<file path="src/rtl/pip_overlay_gen.sv">
module pip_overlay_gen #(
  parameter int PX_W      = 10,
  parameter int LN_W      = 9,
  parameter int POS_W     = 8,
  parameter int BG_WIDTH  = 696,
  parameter int BG_HEIGHT = 238,
  parameter int FULL_W    = 672,
  parameter int FULL_H    = 228,
  parameter int BASE_H    = 40,
  parameter int BASE_V    = 10
) (
  input  logic             clk,
  input  logic             rst_n,
  input  logic             field_start,
  input  logic [PX_W-1:0]  pix_x,
  input  logic [LN_W-1:0]  line_y,
  input  logic             cfg_bg_on,
  input  logic             cfg_pip_on,
  input  logic [POS_W-1:0] cfg_bg_h,
  input  logic [POS_W-1:0] cfg_bg_v,
  input  logic [POS_W-1:0] cfg_main_h,
  input  logic [POS_W-1:0] cfg_main_v,
  input  logic [POS_W-1:0] cfg_sub_h,
  input  logic [POS_W-1:0] cfg_sub_v,
  input  logic [1:0]       cfg_main_hred,
  input  logic [1:0]       cfg_main_vred,
  input  logic [1:0]       cfg_sub_hred,
  input  logic [1:0]       cfg_sub_vred,
  input  logic [2:0]       cfg_bg_col,
  input  logic [1:0]       cfg_bg_bri,
  output logic [1:0]       src,
  output logic             fblank,
  output logic [4:0]       bg_code
);
  localparam int CW = PX_W + 2;
  localparam int LW = LN_W + 2;

  logic             sh_bg_on, sh_pip_on;
  logic [POS_W-1:0] sh_bg_h, sh_bg_v, sh_main_h, sh_main_v, sh_sub_h, sh_sub_v;
  logic [1:0]       sh_main_hred, sh_main_vred, sh_sub_hred, sh_sub_vred;
  logic [2:0]       sh_col;
  logic [1:0]       sh_bri;

  always_ff @(posedge clk) begin
    if (!rst_n) begin
      {sh_bg_on, sh_pip_on} <= '0;
      {sh_bg_h, sh_bg_v, sh_main_h, sh_main_v, sh_sub_h, sh_sub_v} <= '0;
      {sh_main_hred, sh_main_vred, sh_sub_hred, sh_sub_vred} <= '0;
      {sh_col, sh_bri} <= '0;
    end else if (field_start) begin
      sh_bg_on     <= cfg_bg_on;
      sh_pip_on    <= cfg_pip_on;
      sh_bg_h      <= cfg_bg_h;
      sh_bg_v      <= cfg_bg_v;
      sh_main_h    <= cfg_main_h;
      sh_main_v    <= cfg_main_v;
      sh_sub_h     <= cfg_sub_h;
      sh_sub_v     <= cfg_sub_v;
      sh_main_hred <= cfg_main_hred;
      sh_main_vred <= cfg_main_vred;
      sh_sub_hred  <= cfg_sub_hred;
      sh_sub_vred  <= cfg_sub_vred;
      sh_col       <= cfg_bg_col;
      sh_bri       <= cfg_bg_bri;
    end
  end

  function automatic logic [CW-1:0] red_w(input logic [1:0] c);
    case (c)
      2'd0:    return CW'(FULL_W);
      2'd1:    return CW'(FULL_W / 2);
      2'd2:    return CW'(FULL_W / 3);
      default: return CW'(FULL_W / 4);
    endcase
  endfunction

  function automatic logic [LW-1:0] red_h(input logic [1:0] c);
    case (c)
      2'd0:    return LW'(FULL_H);
      2'd1:    return LW'(FULL_H / 2);
      2'd2:    return LW'(FULL_H / 3);
      default: return LW'(FULL_H / 4);
    endcase
  endfunction

  logic [CW-1:0] x, bx0, mx0, sx0;
  logic [LW-1:0] y, by0, my0, sy0;
  logic          hit_bg, hit_main, hit_sub;

  assign x   = CW'(pix_x);
  assign y   = LW'(line_y);
  assign bx0 = CW'(BASE_H) + CW'(sh_bg_h);
  assign by0 = LW'(BASE_V) + LW'(sh_bg_v);
  assign mx0 = bx0 + CW'(sh_main_h);
  assign my0 = by0 + LW'(sh_main_v);
  assign sx0 = bx0 + CW'(sh_sub_h);
  assign sy0 = by0 + LW'(sh_sub_v);

  assign hit_bg   = sh_bg_on && x >= bx0 && x < bx0 + CW'(BG_WIDTH)
                    && y >= by0 && y < by0 + LW'(BG_HEIGHT);
  assign hit_main = sh_pip_on && x >= mx0 && x < mx0 + red_w(sh_main_hred)
                    && y >= my0 && y < my0 + red_h(sh_main_vred);
  assign hit_sub  = sh_pip_on && x >= sx0 && x < sx0 + red_w(sh_sub_hred)
                    && y >= sy0 && y < sy0 + red_h(sh_sub_vred);

  always_ff @(posedge clk) begin
    if (!rst_n) begin
      src     <= 2'd0;
      fblank  <= 1'b0;
      bg_code <= 5'd0;
    end else begin
      src     <= hit_sub ? 2'd3 : hit_main ? 2'd2 : hit_bg ? 2'd1 : 2'd0;
      fblank  <= hit_bg | hit_main | hit_sub;
      bg_code <= {sh_bri, sh_col};
    end
  end
endmodule


</file>
<file path="config.mk">
export PLATFORM = sky130hd
export DESIGN_NAME = pip_overlay_gen
export DESIGN_NICKNAME = d
export VERILOG_FILES = /design/src/rtl/pip_overlay_gen.sv
export SDC_FILE = /design/constraint.sdc
export NUM_CORES = 1
export LEC_CHECK = 0
export BUFFER_PORTS_ARGS = -buffer_cell sky130_fd_sc_hd__buf_2
export CAP_MARGIN = 20
export CELL_PAD_IN_SITES_DETAIL_PLACEMENT = 1
export CELL_PAD_IN_SITES_GLOBAL_PLACEMENT = 1
export CORE_UTILIZATION = 46
export CTS_CLUSTER_DIAMETER = 150
export CTS_CLUSTER_SIZE = 40
export DETAILED_ROUTE_END_ITERATION = 7
export GPL_TIMING_DRIVEN = 1
export HOLD_SLACK_MARGIN = 0.1
export PLACE_DENSITY = 0.82
export SLEW_MARGIN = 20
export SYNTH_ARGS = -nofsm -noshare
export SYNTH_HDL_FRONTEND = slang
export SYNTH_SLANG_ARGS = --single-unit
</file>
<file path="constraint.sdc">
create_clock -name clk -period 6.2 [get_ports clk]
set_input_delay 0.31 -clock clk [delete_from_list [all_inputs] [get_ports clk]]
set_output_delay 0.31 -clock clk [all_outputs]
set_load 0.01 [all_outputs]
</file>
==> impl_results.md <==
* Max-slew violations at 0
* Worst setup path endpoint: fblank
* ANT nets after route at 0
* Largest cells by area after synthesis: ha_1, dfxtp_1, mux2i_1
* Worst hold-check path type: in -> reg
* Comb pwr share at 47.7%
* Post-synthesis sequential area ratio at 18.25%
* Worst Tran Pin Value at 1104 ps
* Synthesized Nets at 1178
* Largest net degree at the start of global routing at 64
* Fin. Hold Viols at 0
* Share of cells above drive strength 1 at 12.28%
* # IOs at between 90 and 100
* RR Startpoint: sh_bg_h[5]
* Setup crit start kind: flop
* Setup Buffers After CTS at 0
* Post-synth top cells: ha_1, nor2_1, inv_1
* Critical Path RT at 6470 ps
* Area of the core at ~0.017 mm^2
* Max frequency at 199.1 MHz
* Worst Clk Skew at 12.20 ps
* Die extent in y at about 130 um
* Power Total at 2.011 mW
* Final min period at 5023 ps
* # rows at 47
* Synth top area share at 27.47%
* Setup-failing EPs final at 0
* Relative slew slack at 26.42%
* Psw at 760.9 uW
* Worst R2R Path Depth at 21
* DP Wirelength at 17300 um
* Initial DRC count at 215
* I/O Buffers at 92
* TritonRoute pass-1 iters at 5
* Via count of the first global-routing pass at between 7000 and 8000
* Hold depth at 3
* Residual DRC at 0
* Vias at a little under 7000
* PostCTS Resize Cnt at 0
* Max Cap Viol at 0
* Seq cells post-synth at 71
* CP max FO at 9
* Clock slew at reported path FFs at 60 ps
* Htree depth at 3
* Unrepaired setup endpoints after global routing: false
* Routed WL at 21110 um
* CTS tree: yes
* Reg power frac at about a quarter
* Arr. time, crit path at 5290 ps
* Net Sw Frac at 37.84%
* CTS Hold Bufs at 0
* Library cells used by synthesis at 62
* TritonCTS Buffers at 9
* Setup TNS after final layout at 0 ps
* Main flop type after synthesis: dfxtp_1
* Total GRT Usage at 25.26%
* Async S/R FF share, synth at 0%
* GPL Wtd Cong at roughly 0.83
* Status: completed
* Syn-to-layout area delta at 12.37%
* First-pass GRT wire length at roughly 35000 um
* Leak at 4.448 nW
* Worst skew pair latency at between 300 and 400 ps
* Die width at 132.1 um
* Antenna cells at 0
* Initial antenna violation count at 0
* Drt wl/cell at 17.28 um
* Initial Utilization at 46.96%
* Critical Path Start: sh_bg_h[5]
* Critical path class: reg -> reg
* Synth warn at 0
* Total grt overflow at 0
* R2R setup slack at 1180 ps
* Drt via density at roughly 5.6
* CTS Sinks at 71
* Max clock buf depth at 2
* Final period utilization at 81.02%
* Die Area at 0.01745 mm^2
* P per Cell Area at 229.8 mW/mm^2
* Fillers at approximately 2000
* Cell Area, Synth at 0.007787 mm^2
* Kind of end point of the critical path: flop
* Root buf cell: clkbuf_16
* Top-count cell post-synth: ha_1
* Int Pwr at 1.250 mW
* Final nets at 1262
* RR Endpoint: fblank
* Number of synthesized flops with an enable pin at 0
* Cell taking the most area after synthesis: ha_1
* Avg Inst Size Synth at 8.520 um^2
* Post-synthesis cell count at ~910
* Min-delay src: cfg_sub_v[0]
* Clock power share at a little over a quarter
* Peak supply drop at 0.1370 mV
[per-layer routing]
layer | wire (um) | up-vias | GRT usage, %
met3 | 686 | 23 | 3.691
met2 | 9550 | 119 | 42.21
met5 | 0 | - | 0
met1 | 10550 | 3253 | 33.99
li1 | - | 3400 | -
met4 | 326 | 0 | 6.395
[power by group through the flow]
stage / clock network (mW) / logic (mW) / registers [mW]
floorplan: 0 / 0.706 / 0.511
global placement: 0 / 0.900 / 0.518
detailed placement: 0 / 0.945 / 0.520
CTS: 0.552 / 0.960 / 0.510
global route: 0.572 / 1.08 / 0.514
finish: 0.541 / 0.959 / 0.510
[critical path, cell delays in order (launching register included)]
cell and delay (ps):
dfxtp_1 510, a21oi_1 120, xnor2_1 520, ha_1 330
a21oi_1 190, nand2_1 90, o21ai_2 170, xor2_1 330
inv_1 90, ha_1 370, a21oi_1 190, o21ai_0 150
xnor2_1 220, xnor2_1 140, ha_1 260, a21o_1 160
a21oi_1 130, nor2_1 60, a21oi_1 120, a21oi_1 70
or4_1 570, o211ai_2 150
[flip-flops by register name, summed over array words and instances (netlist names)]
register and cells:
sh_bg_h 8, sh_bg_v 8, sh_main_h 8, sh_main_v 8, sh_sub_h 8, sh_sub_v 8
bg_code 5, sh_col 3, sh_bri 2, sh_main_hred 2, sh_main_vred 2, sh_sub_hred 2
sh_sub_vred 2, src 2, fblank 1, sh_bg_on 1, sh_pip_on 1
[final cells by class]
cell class              count  area (um^2)  area share (%)
clock buffers              12        256.5           2.931
clock inverters             3        42.54          0.4861
multi-input cells         740         5969           68.22
well taps                 220        275.3           3.146
inverters                  82        307.8           3.517
flip-flops and latches     71         1421           16.24
repair buffers             94        478.0           5.462
[placed cells by master, fill, tap and decap left out, types with 3 or more instances in the layout]
cell type	count
a2111oi_0	3
a211oi_1	6
a211oi_2	3
a21o_1	30
a21oi_1	55
a31oi_1	4
and2_1	5
buf_2	91
buf_4	3
clkbuf_16	9
dfxtp_1	71
fa_1	8
ha_1	171
inv_1	80
maj3_1	4
mux2i_1	63
nand2_1	31
nand2b_1	18
nand3_1	8
nand4_1	4
nor2_1	103
nor2b_1	13
nor3_1	13
o2111ai_1	4
o211ai_1	11
o21a_1	18
o21ai_0	51
o21ai_1	6
o21bai_1	4
or3_1	4
xnor2_1	43
xor2_1	24
[kinds of logic (layout without fill, tap and decap cells)]
kind of cell	count (synthesis)	count (layout)	synth area share (%)
compound gates	215	215	17.95
buf+inv	103	191	5.093
fa+ha+maj	183	183	30.04
simple gates	210	210	12.45
flops	71	71	18.25
xor+xnor	69	69	8.114
mux	63	63	8.098
[per-stage QoR]
stage / util, % / area [um^2] / std cells / setup slack [ps] / hold slack, ps
floorplan: - / 7787 / 914 / 1847 / 429.1
global placement: 50.97 / 8452 / 1207 / 1541 / 435.0
detailed placement: 50.97 / 8452 / 1207 / 1270 / 445.9
CTS: 52.77 / 8751 / 1222 / 1143 / 192.9
global route: 52.77 / 8751 / 1222 / 661.8 / 206.8
finish: 52.77 / 8751 / 1222 / 1177 / 197.1
[how the worst min path moves through the flow]
stage	endpoint	slack (ps)
finish	sh_sub_v[0]	200
global route	sh_sub_h[2]	210
CTS	sh_sub_v[0]	190
detailed placement	bg_code[2]	450
global placement	bg_code[2]	430
floorplan	bg_code[0]	430
Note: power is estimated with default switching activity, not from simulation.
